## src/rtl/strobe_pkg.sv

```systemverilog
package strobe_pkg;

  typedef enum logic [1:0] {
    PWR_RUN   = 2'd0,
    PWR_IDLE  = 2'd1,
    PWR_PDOWN = 2'd2
  } pwr_mode_e;

  // Power-down outranks idle when both are requested.
  function automatic pwr_mode_e pick_mode(input logic idle_req, input logic pdown_req);
    if (pdown_req)     return PWR_PDOWN;
    else if (idle_req) return PWR_IDLE;
    else               return PWR_RUN;
  endfunction

endpackage

```

## src/rtl/strobe_phase_dec.sv

```systemverilog
module strobe_phase_dec #(
  parameter int CYC_LEN  = 12,
  parameter int ALE_LEN  = 2,
  parameter int PSEN_OFF = 3,
  parameter int PSEN_LEN = 3,
  parameter int PHASE_W  = $clog2(CYC_LEN)
) (
  input  logic [PHASE_W-1:0] phase,
  output logic               slot,
  output logic               ale_win,
  output logic               psen_win
);
  localparam int HALF = CYC_LEN / 2;
  localparam logic [PHASE_W-1:0] HALF_C  = PHASE_W'(HALF);
  localparam logic [PHASE_W-1:0] ALE_END = PHASE_W'(ALE_LEN);
  localparam logic [PHASE_W-1:0] PS_BEG  = PHASE_W'(PSEN_OFF);
  localparam logic [PHASE_W-1:0] PS_END  = PHASE_W'(PSEN_OFF + PSEN_LEN);

  logic [PHASE_W-1:0] ofs;

  always_comb begin
    slot     = (phase >= HALF_C);
    ofs      = slot ? (phase - HALF_C) : phase;
    ale_win  = (ofs < ALE_END);
    psen_win = (ofs >= PS_BEG) && (ofs < PS_END);
  end
endmodule

```

## src/rtl/strobe_ale_gen.sv

```systemverilog
module strobe_ale_gen
  import strobe_pkg::*;
(
  input  logic      clk,
  input  logic      rst,
  input  logic      ale_win,
  input  logic      slot,
  input  logic      fetch_ext,
  input  logic      data_xfer,
  input  logic      ale_quiet,
  input  pwr_mode_e mode,
  output logic      ale
);
  logic bus_busy, allowed, skip, ale_d;

  always_comb begin
    bus_busy = fetch_ext | data_xfer;
    allowed  = ~ale_quiet | bus_busy;
    skip     = data_xfer & slot;
    unique case (mode)
      PWR_PDOWN: ale_d = 1'b0;
      PWR_IDLE:  ale_d = 1'b1;
      default:   ale_d = ale_win & allowed & ~skip;
    endcase
  end

  always_ff @(posedge clk) begin
    if (rst) ale <= 1'b0;
    else     ale <= ale_d;
  end

  assert_skip_second_R3: assert property (@(posedge clk) disable iff (rst)
    (mode == PWR_RUN && data_xfer && slot) |=> !ale);
  assert_quiet_low_R7: assert property (@(posedge clk) disable iff (rst)
    (mode == PWR_RUN && ale_quiet && !fetch_ext && !data_xfer) |=> !ale);
  assert_no_pulse_outside_window_R2: assert property (@(posedge clk) disable iff (rst)
    (mode == PWR_RUN && !ale_win) |=> !ale);
endmodule

```

## src/rtl/strobe_psen_gen.sv

```systemverilog
module strobe_psen_gen
  import strobe_pkg::*;
(
  input  logic      clk,
  input  logic      rst,
  input  logic      psen_win,
  input  logic      fetch_ext,
  input  logic      data_xfer,
  input  pwr_mode_e mode,
  output logic      psen_n
);
  logic psen_n_d;

  always_comb begin
    unique case (mode)
      PWR_PDOWN: psen_n_d = 1'b0;
      PWR_IDLE:  psen_n_d = 1'b1;
      default:   psen_n_d = ~(psen_win & fetch_ext & ~data_xfer);
    endcase
  end

  always_ff @(posedge clk) begin
    if (rst) psen_n <= 1'b1;
    else     psen_n <= psen_n_d;
  end

  assert_internal_fetch_quiet_R6: assert property (@(posedge clk) disable iff (rst)
    (mode == PWR_RUN && !fetch_ext) |=> psen_n);
  assert_data_drops_fetch_R5: assert property (@(posedge clk) disable iff (rst)
    (mode == PWR_RUN && data_xfer) |=> psen_n);
endmodule

```

## src/rtl/ext_bus_strobe.sv

```systemverilog
module ext_bus_strobe
  import strobe_pkg::*;
#(
  parameter int CYC_LEN  = 12,
  parameter int ALE_LEN  = 2,
  parameter int PSEN_OFF = 3,
  parameter int PSEN_LEN = 3,
  parameter int PHASE_W  = $clog2(CYC_LEN)
) (
  input  logic               clk,
  input  logic               rst,
  input  logic [PHASE_W-1:0] cyc_phase,
  input  logic               fetch_ext,
  input  logic               data_xfer,
  input  logic               ale_quiet,
  input  logic               idle_req,
  input  logic               pdown_req,
  output logic               ale,
  output logic               psen_n
);
  logic      slot, ale_win, psen_win;
  pwr_mode_e mode;

  assign mode = pick_mode(idle_req, pdown_req);

  strobe_phase_dec #(
    .CYC_LEN(CYC_LEN), .ALE_LEN(ALE_LEN), .PSEN_OFF(PSEN_OFF),
    .PSEN_LEN(PSEN_LEN), .PHASE_W(PHASE_W)
  ) u_dec (
    .phase(cyc_phase), .slot(slot), .ale_win(ale_win), .psen_win(psen_win)
  );

  strobe_ale_gen u_ale (
    .clk(clk), .rst(rst), .ale_win(ale_win), .slot(slot),
    .fetch_ext(fetch_ext), .data_xfer(data_xfer), .ale_quiet(ale_quiet),
    .mode(mode), .ale(ale)
  );

  strobe_psen_gen u_psen (
    .clk(clk), .rst(rst), .psen_win(psen_win), .fetch_ext(fetch_ext),
    .data_xfer(data_xfer), .mode(mode), .psen_n(psen_n)
  );

  assert_reset_state_R1: assert property (@(posedge clk)
    rst |=> (!ale && psen_n));
  assert_idle_parks_high_R8: assert property (@(posedge clk) disable iff (rst)
    (idle_req && !pdown_req) |=> (ale && psen_n));
  assert_pdown_parks_low_R9: assert property (@(posedge clk) disable iff (rst)
    pdown_req |=> (!ale && !psen_n));
endmodule

```

## config.mk

```make
export PLATFORM = sky130hd
export DESIGN_NAME = ext_bus_strobe
export DESIGN_NICKNAME = d
export VERILOG_FILES = /design/src/rtl/strobe_pkg.sv /design/src/rtl/strobe_phase_dec.sv /design/src/rtl/strobe_ale_gen.sv /design/src/rtl/strobe_psen_gen.sv /design/src/rtl/ext_bus_strobe.sv
export SDC_FILE = /design/constraint.sdc
export NUM_CORES = 1
export LEC_CHECK = 0
export ABC_AREA = 1
export CAP_MARGIN = 0
export CORE_AREA = 2 2 39 41
export DETAILED_ROUTE_END_ITERATION = 7
export DIE_AREA = 0 0 41 43
export PLACE_DENSITY = 0.46
export SYNTH_ARGS = -nofsm -noshare
export SYNTH_HDL_FRONTEND = slang
export SYNTH_HIERARCHICAL = 1
export SYNTH_SLANG_ARGS = --single-unit
```

## constraint.sdc

```tcl
create_clock -name clk -period 1.5 [get_ports clk]
set_input_delay 0.375 -clock clk [delete_from_list [all_inputs] [get_ports clk]]
set_output_delay 0.375 -clock clk [all_outputs]
set_load 0.01 [all_outputs]
```

# After elaboration in Yosys (flattened, before gate mapping)
# Index checks and enable logic that the tools add are counted.
# totals
register_bits,2
input_bits,11
elab_cells,26
# op_classes
n_addsub,1
n_lt_le_gt_ge,4
n_eq_ne,2
mux,5
n_bitwise,11
n_reduce_logical,1
# op_table
operator,n
1-bit bitwise AND,5
4-bit by 2-bit >= comparator with 1-bit output (second input constant),1
4-bit by 3-bit >= comparator with 1-bit output (second input constant),1
4-bit by 2-bit < comparator with 1-bit output (second input constant),1
4-bit by 3-bit < comparator with 1-bit output (second input constant),1
4-bit 2-to-1 mux,1
1-bit NOT,4
1-bit one-hot mux with 2 select lines,2
4-bit by 3-bit subtractor with 4-bit output (second input constant),1
2-bit by 1-bit equality test with 1-bit output (second input constant),1
2-bit equality test (second input constant),1
2-bit 2-to-1 mux,1
1-bit OR,2
1-bit logical AND,1
1-bit 2-to-1 mux,1

# Longest topological paths before layout
# Gate-level depths: netlist of the first run.
# depth
ltp_word,8
depth_mapped,8
mapped_depth_nobuf,8

# Modules after synthesis
# Netlist of the first run, hierarchy kept.
# modules_own_cells
module,instances,cells_per_inst,area_per_inst_um2,seq_area_each_um2
strobe_phase_dec,1,15,80.1,0.0
strobe_ale_gen,1,13,78.8,20.0
strobe_psen_gen,1,9,65.1,20.0
ext_bus_strobe,1,2,10.0,0.0

# Least setup slack after synthesis of the first run
# Ideal clock, no wire load.
# synth_path
path_kind,input to register
from,input cyc_phase[1]
to,register u_psen.psen_n
setup_time_ns,0.113
arrival_ns,1.119
required_ns,1.387
path_slack_ns,0.268
stages,7
n_path_buf,0
path_cell_list,ha_1 o21ai_0 nand2_1 a21oi_2 nand3_1 nand2_1 nand2_1
# synth_between
elab_chain_len,8
word_cells_on_any_way,10
classes_between,add/sub: 1; order compare: 3; mux: 2; bitwise: 3; reduce/logical: 1
# synth_lines
element,line,rtl
start: declaration,ext_bus_strobe.sv:12,"input logic [PHASE_W-1:0] cyc_phase,"
4-bit by 3-bit subtractor with 4-bit output / 4-bit by 3-bit >= comparator with 1-bit output (equally long branches),"strobe_phase_dec.sv:23, strobe_phase_dec.sv:22",
4-bit 2-to-1 mux *,strobe_phase_dec.sv:23,ofs = slot ? (phase - HALF_C) : phase;
4-bit by 2-bit >= comparator with 1-bit output / 4-bit by 3-bit < comparator with 1-bit output (equally long branches),strobe_phase_dec.sv:25,psen_win = (ofs >= PS_BEG) && (ofs < PS_END);
1-bit logical AND *,strobe_phase_dec.sv:25,
named net psen_win,ext_bus_strobe.sv:21,"logic slot, ale_win, psen_win;"
1-bit bitwise AND * (2 in a row),strobe_psen_gen.sv:18,default: psen_n_d = ~(psen_win & fetch_ext & ~data_xfer);
1-bit NOT *,strobe_psen_gen.sv:18,
1-bit one-hot mux with 2 select lines *,strobe_psen_gen.sv:15,unique case (mode)
end signal: assignment,strobe_psen_gen.sv:24,else psen_n <= psen_n_d;
end: declaration,strobe_psen_gen.sv:10,output logic psen_n
# Mark *: on every way through the listed nets, which the timed path passes. The rest lies on a longest branch.
# A chain may end at the register's enable or synchronous reset.

# Worst setup path after layout of the first run
# layout_path
from,register u_ale.ale
to,output ale
# layout_rtl
element,line,rtl
start: declaration,strobe_ale_gen.sv:12,output logic ale
start signal: assignment,strobe_ale_gen.sv:29,else ale <= ale_d;
end: declaration,ext_bus_strobe.sv:18,"output logic ale,"
# No word-level cell between the ends.

==> reports/metrics.cfg, run 1 <==
[global_routing]
grt_overflow_total = 0
grt_start_max_net_pins = 4
grt_pass1_vias = 207
grt_pass1_wl_um = 676
antenna_found_initial = 0
track_usage_pct = 5.79

[finish]
final_util_pct = 29.8
finish.instance_area_um2 = 413
nNetsFinal = 72
antenna_cells = 0
areaGrowthSynthToFinish_pct = 76.5
drive_gt1_share_pct = 21.4

[route]
wl_per_cell_um = 6.36
dr.pass1.iters = 2
first_iter_violations = 1
via_per_inst = 3.71
drc = 0
antenna_left = 0
via_count = 267
drt_wl_total_um = 458

[status]
status = finished clean

[sta]
final.min_clock_period_ps = 1410
hold_viol = 0
post-route-period-util_pct = 94.1
setup_viol = 0
max_freq_mhz = 709
rsz0062_at_grt = false
slew_headroom_pct = 91.7
worst_pin_slew_ps = 125
maxSlewViolCount = 0

[pwr]
total_power_w = 0.000259
p_leak_nw = 0.225
ir_drop_mv = 0.118
powerDensity_mw_per_mm2 = 628

[yosys]
synth_sequential_area_ratio_pct = 17.1
synthesis.area_um2 = 234
ys_seq_elements = 2
yosysTopAreaCell = nand2_1
syn_nets = 53
synthTopCellsByArea = nand2_1 19%, dfxtp_1 17%, ha_1 16%
syn_inst = 39
avgSynthCellArea_um2 = 6.00
yosysUniqueCellTypes = 12
synth_top_area_share_pct = 19.3
ys_warn_count = 6

[worst_setup_path]
crit_start = u_ale/ale
cp_slowest_cell = clkdlybuf4s50_1
worstPathRequired_ps = 1120
critPathMaxFanout = 1
path_class = register to primary output
critical-path-top-delay-family = buffers and inverters
cp.depth = 1
start_kind = register
cp.arrival_ps = 1040
endpoint_kind = primary output
cpPeakStageDelay_ps = 520
cp_cell_sequence = clkdlybuf4s50_1
cp_num_buf_inv = 1

[clock_tree]
holdBufCountCts = 0
cts_inserted_buffers = 3
cts_tree = built
clock_sinks = 2
path_clk_slew_ps = 30
clk_path_buf_depth = 2
htree_levels = 1
cts_root_buf = clkbuf_4

[floorplan]
pin_count = 13
core_mm2 = 0.00138
fp-row-count = 14
die_w_um = 41
initial_core_util_pct = 16.9
die_area_mm2 = 0.00176
chipHeight_um = 43

[placed_design]
io_buffers = 12
place_congestion = 0.691
dpl_cell_area_um2 = 389

[min_path]
holdPathStages = 9
whs_endpoint = u_ale/ale
hold_path.class = input pin to register
worstHoldStart = cyc_phase[1]

[run]
maxCapViolations = 0

[worst max path at each step]
| stage | end |
|---|---|
| after CTS | u_psen/psen_n |
| after global routing | u_ale/ale |
| final | ale |
| after floorplan | u_psen/psen_n |
| after detailed placement | u_psen/psen_n |
| after global placement | u_psen/psen_n |
[cells in the final DEF (no fill, tap or decap)]
cell type / n
a21oi_2: 3
buf_4: 2
clkbuf_4: 3
clkdlybuf4s50_1: 10
dfxtp_1: 2
dlygate4sd2_1: 1
dlymetal6s2s_1: 1
ha_1: 3
inv_1: 9
inv_2: 1
nand2_1: 12
nand2_2: 1
nand3_1: 1
nand3b_1: 1
nor2_1: 3
nor2_2: 2
o21ai_1: 1
[synthesized netlist by cell type]
cell and count:
nand2_2 1, a21oi_2 3, inv_1 9, nand3_1 1, nand3b_1 1, nor2_1 3, inv_2 1, nand2_1 12
dfxtp_1 2, nor2_2 2, o21ai_0 1, ha_1 3
[state kept, by name (all words and copies together), names as in the netlist]
| register | flops |
|---|---|
| u_psen/psen_n | 1 |
| u_ale/ale | 1 |
[power breakdown]
| part | switching [W] | internal, W |
|---|---|---|
| clock network | 0.0000279 | 0.0000880 |
| logic | 0.0000360 | 0.0000492 |
| registers | 0.000000794 | 0.0000574 |
| total | 0.0000647 | 0.000195 |
[repair_timing]
action / CTS / global route
cloned: 0 / 0
setup buffers: 0 / 0
pin swaps: 2 / 1
resized for setup: 2 / 1
endpoints found under the setup margin: 1 / 2
[cell type report]
class	instances	area, um2
Inverter	10	37.5
Multi-Input combinational cell	27	156
Tap cell	16	20.0
Clock buffer	3	22.5
Fill cell	166	971
Timing Repair Buffer	14	136
Sequential cell	2	40.0
[tightest hold or removal path: stages]
cell and delay, ps:
dlymetal6s2s_1 110, buf_4 130, nand2_1 40, nand2_1 50
nand2_1 50, inv_1 40, nor2_1 30, nand2_1 60
a21oi_2 50
[metrics by stage]
stage / cells / setup WS, ps / setup TNS [ps] / hold slack (ps)
2_1_floorplan: 39 / 268 / 0 / 437
3_3_place_gp: 69 / -261 / -404 / 981
3_5_place_dp: 69 / -276 / -414 / 976
4_1_cts: 72 / 16.2 / 0 / 747
5_1_grt: 72 / 6.92 / 0 / 784
6_report: 72 / 88.9 / 0 / 754
[cells by family after synthesis]
kind of cell / after synthesis / share of synthesized area (%)
DFF: 2 / 17.1
buffers and inverters: 10 / 16.0
adders and majority gates: 3 / 16.0
AOI/OAI and AO/OA: 4 / 13.4
and+or+nand+nor: 20 / 37.4
[metal layers]
layer | global-route usage (%) | wire length, um | vias up
met5 | 0 | 0 | -
met1 | 6.65 | 196 | 106
met2 | 7.81 | 222 | 9
met3 | 0 | 39 | 0
li1 | - | - | 152
met4 | 8.00 | 0 | 0
Power figures use the tool's default switching activity.
==> run 2: changes to the inputs <==
Settings changed: SETUP_SLACK_MARGIN set to 0.15.
==> run 2 against run 1 <==
Die area unchanged. Non-clock buffer count is the same. Sequential share of layout area up 0.24 points. Largest power group unchanged.
==> reports/metrics.cfg, run 2 (same netlist as run 1, synthesis figures left out) <==
[status]
status = finished clean

[sta]
slew_headroom_pct = 91.7
maxSlewViolCount = 0
post-route-period-util_pct = 78.9
worst_pin_slew_ps = 125
hold_viol = 0
fin_ws_ps = 317
final.min_clock_period_ps = 1180
max_freq_mhz = 845
rsz0062_at_grt = false
setup_viol = 0

[finish]
antenna_cells = 0
reg_top3 = u_ale/ale (1), u_psen/psen_n (1)
nNetsFinal = 72
areaGrowthSynthToFinish_pct = 72.2
final_cell_mix = 12 x nand2_1, 9 x inv_1, 5 x clkdlybuf4s50_1
drive_gt1_share_pct = 25.0
finish.instance_area_um2 = 403
mostFrequentLayoutCell = nand2_1

[placed_design]
dp_slack_ps = -276
place_congestion = 0.691
io_buffers = 12
dpl_cell_area_um2 = 389

[clock_tree]
clk_path_buf_depth = 2
cts_inserted_buffers = 3
clock_sinks = 2
path_clk_slew_ps = 30
cts_root_buf = clkbuf_4
cts_setup_buffers = 0
holdBufCountCts = 0
cts_tree = built
htree_levels = 1

[run]
maxCapViolations = 0

[route]
drc = 0
wl_per_cell_um = 6.44
via_count = 264
dr.pass1.iters = 1
via_per_inst = 3.67
antenna_left = 0
drt_wl_total_um = 464
first_iter_violations = 0

[floorplan]
die_area_mm2 = 0.00176
pin_count = 13
fp-row-count = 14
core_mm2 = 0.00138
initial_core_util_pct = 16.9
die_w_um = 41
chipHeight_um = 43

[pwr]
switching_share_pct = 25.4
ir_drop_mv = 0.116
p_seq_share_pct = 22.9
pwr-share-comb_pct = 31.4
power_frac_clock_pct = 45.7
powerDensity_mw_per_mm2 = 629
p_int_w = 0.000189
p_leak_nw = 0.239
total_power_w = 0.000253
p_sw_w = 0.0000644

[worst_setup_path]
cp.arrival_ps = 1290
worstPathRequired_ps = 1610
critPathMaxFanout = 1
start_kind = input pin
path_class = input pin to register
endpoint_kind = register

[min_path]
hold_path.class = input pin to register

[global_routing]
grt_pass1_vias = 207
track_usage_pct = 5.79
grt_start_max_net_pins = 4
grt_overflow_total = 0
antenna_found_initial = 0
grt_pass1_wl_um = 676

[run 2: critical path, stage by stage]
cell	delay (ps)
clkdlybuf4s50_1	450
inv_1	40
nand2_1	50
nand2_1	60
a21oi_2	130
nand3_1	80
nand2_1	70
nand2_1	40
[run 2: timing repair]
action                     in CTS  in global routing
gates resized for setup         6                  6
setup endpoints to repair       4                  2
pin swaps                       3                 13
[run 2: power by group through the flow]
| stage | logic, W | registers [W] | clock network, W |
|---|---|---|---|
| after detailed placement | 0.0000872 | 0.0000589 | 0 |
| after floorplan | 0.0000370 | 0.0000610 | 0 |
| final | 0.0000795 | 0.0000580 | 0.000116 |
| after CTS | 0.0000829 | 0.0000581 | 0.000123 |
| after global placement | 0.0000868 | 0.0000589 | 0 |
| after global routing | 0.0000910 | 0.0000589 | 0.000121 |
[run 2: final timing paths]
kind | start | endpoint | slack, ps | depth (start not counted)
max | cyc_phase[0] | u_psen/psen_n | 320 | 8
min | cyc_phase[3] | u_psen/psen_n | 640 | 6
[run 2: metrics by stage]
stage / utilization, % / hold slack, ps / TNS, ps / cells
3_5_place_dp: 28.1 / 976 / -414 / 69
5_1_grt: 29.1 / 694 / 0 / 72
6_report: 29.1 / 642 / 0 / 72
2_1_floorplan: - / 437 / 0 / 39
3_3_place_gp: 28.1 / 981 / -404 / 69
4_1_cts: 29.3 / 737 / 0 / 72
[run 2: layout make-up]
cell class	instances	area, um2
fillers	166	981
multi-input cells	27	156
repair buffers	14	126
flip-flops and latches	2	40.0
inverters	10	37.5
clock buffers	3	22.5
well taps	16	20.0
[run 2: per-layer routing]
metal / vias to the layer above / global-route usage (%) / wire, um
met3: 0 / 0 / 40
met1: 104 / 6.65 / 202
met5: - / 0 / 0
met2: 9 / 7.81 / 221
li1: 151 / - / -
met4: 0 / 8.00 / 0
==> run 3: changes to the inputs <==
Clock period 1.5 ns to 1.2 ns, I/O delays scaled along.
==> run 3 against run 2 <==
First-iteration DRC count rose by 1. Hold slack lost 150 ps. Via count up 3.0%. Flip-flop and latch count did not move. Sequential share of layout area is 0.80 points lower. Critical path depth unchanged. Cell area increased by 8.7%. Power up 35%. Sequential power rose by 25%. Critical endpoint unchanged. Largest power group unchanged.
==> reports/metrics.cfg, run 3 (same netlist as run 1, synthesis figures left out) <==
[clock_tree]
holdBufCountCts = 0
cts_tree = built
cts_inserted_buffers = 3
htree_levels = 1
clock_sinks = 2
path_clk_slew_ps = 30
cts_setup_buffers = 0
cts_root_buf = clkbuf_4
clk_path_buf_depth = 2

[global_routing]
grt_overflow_total = 0
track_usage_pct = 7.29
antenna_found_initial = 0
grt_pass1_wl_um = 910
grt_pass1_vias = 285
grt_start_max_net_pins = 4

[floorplan]
pin_count = 13
chipHeight_um = 43
core_mm2 = 0.00138
die_w_um = 41
die_area_mm2 = 0.00176
fp-row-count = 14
initial_core_util_pct = 16.9

[worst_setup_path]
worstPathRequired_ps = 1310
cpPeakStageDelay_ps = 220
cp_slowest_cell = ha_4
start_kind = input pin
cp_common_cell = nand2_1
cp.arrival_ps = 1110
endpoint_kind = register
cp_cell_sequence = buf_8 -> ha_4 -> o21ai_2 -> nand2_1 -> a21oi_2 -> nand3_1 -> nand2_1 -> nand2_1
critPathMaxFanout = 2
path_class = input pin to register

[finish]
areaGrowthSynthToFinish_pct = 87.2
finalNonFillerCells = 72
reg_top3 = u_ale/ale (1), u_psen/psen_n (1)
final_cell_mix = 11 x nand2_1, 7 x inv_1, 4 x clkdlybuf4s50_1
mostFrequentLayoutCell = nand2_1
nNetsFinal = 72
antenna_cells = 0
drive_gt1_share_pct = 41.1

[sta]
hold_slack_ps = 496
maxSlewViolCount = 0
final.min_clock_period_ps = 1000
fin_setup_tns_ps = 0
worst_pin_slew_ps = 137
rsz0062_at_grt = true
post-route-period-util_pct = 83.4
slew_headroom_pct = 90.8
setup_viol = 0
max_freq_mhz = 999
fin_ws_ps = 199
hold_viol = 0

[route]
first_iter_violations = 1
via_count = 272
wl_per_cell_um = 7.19
drt_wl_total_um = 518
drc = 0
via_per_inst = 3.78
dr.pass1.iters = 2
antenna_left = 0

[placed_design]
io_buffers = 12
dp_cells = 69
place_congestion = 0.639
dp_hpwl_um = 413
dp_slack_ps = -512

[min_path]
worstHoldStart = cyc_phase[1]
hold_path.class = input pin to register
whs_endpoint = u_psen/psen_n
holdPathStages = 6

[status]
status = finished clean

[pwr]
p_leak_nw = 0.223
ir_drop_mv = 0.195
powerDensity_mw_per_mm2 = 779

[run]
maxCapViolations = 0

## run 3: changes by cell type in the layout (fill, tap and decap cells not counted), sizes merged
cell           delta
dlymetal6s2s      -2
clkdlybuf4s50     -1
clkdlybuf4s15     +2
clkbuf            -1
buf               +4
dlygate4sd2       -2
## run 3: power by group
part / total, W / switching, W / internal (W)
Combinational: 0.000118 / 0.0000536 / 0.0000647
Clock: 0.000150 / 0.0000395 / 0.000110
Sequential: 0.0000726 / 0.000000906 / 0.0000717
## run 3: worst max path at each step
stage | startpoint | to | slack (ps) | cells after the start
floorplan | cyc_phase[1] | u_psen/psen_n | 130 | 7
global placement | cyc_phase[1] | u_psen/psen_n | -490 | 8
CTS | cyc_phase[2] | u_psen/psen_n | 140 | 8
finish | cyc_phase[2] | u_psen/psen_n | 200 | 8
detailed placement | cyc_phase[1] | u_psen/psen_n | -510 | 8
global route | cyc_phase[2] | u_psen/psen_n | 130 | 8
## run 3: per-layer routing
layer | part of all wire (%) | global-route usage [%] | routed length (um)
met4 | 0 | 6.00 | 0
met1 | 36 | 6.96 | 187
met3 | 7.7 | 0 | 40
met5 | 0 | 0 | 0
met2 | 56 | 13.1 | 290
## run 3: stage by stage
stage,area (um2),power [W],utilization (%)
2_1_floorplan,246,0.000125,-
3_3_place_gp,402,0.000187,29.0
3_5_place_dp,402,0.000187,29.0
4_1_cts,422,0.000342,30.5
5_1_grt,438,0.000370,31.6
6_report,438,0.000341,31.6
## run 3: timing repair
| item | 4_1_cts | 5_1_grt |
|---|---|---|
| resized for setup | 18 | 17 |
| endpoints found under the setup margin | 4 | 4 |
| pin swaps | 11 | 12 |
## run 3: layout make-up
class | instances | area (um2)
fill | 157 | 946
clock buffer | 3 | 22.5
multi-input combinational | 27 | 193
sequential | 2 | 40.0
inverter | 10 | 37.5
tap | 16 | 20.0
timing repair buffer | 14 | 125
## run 3: worst max-delay path: cells and delay by family
family / cells / cell delay, ps
AND/OR/NAND/NOR: 4 / 250
buffers and inverters: 1 / 100
adder cells (fa/ha/maj): 1 / 220
AO/OA/AOI/OAI: 2 / 240
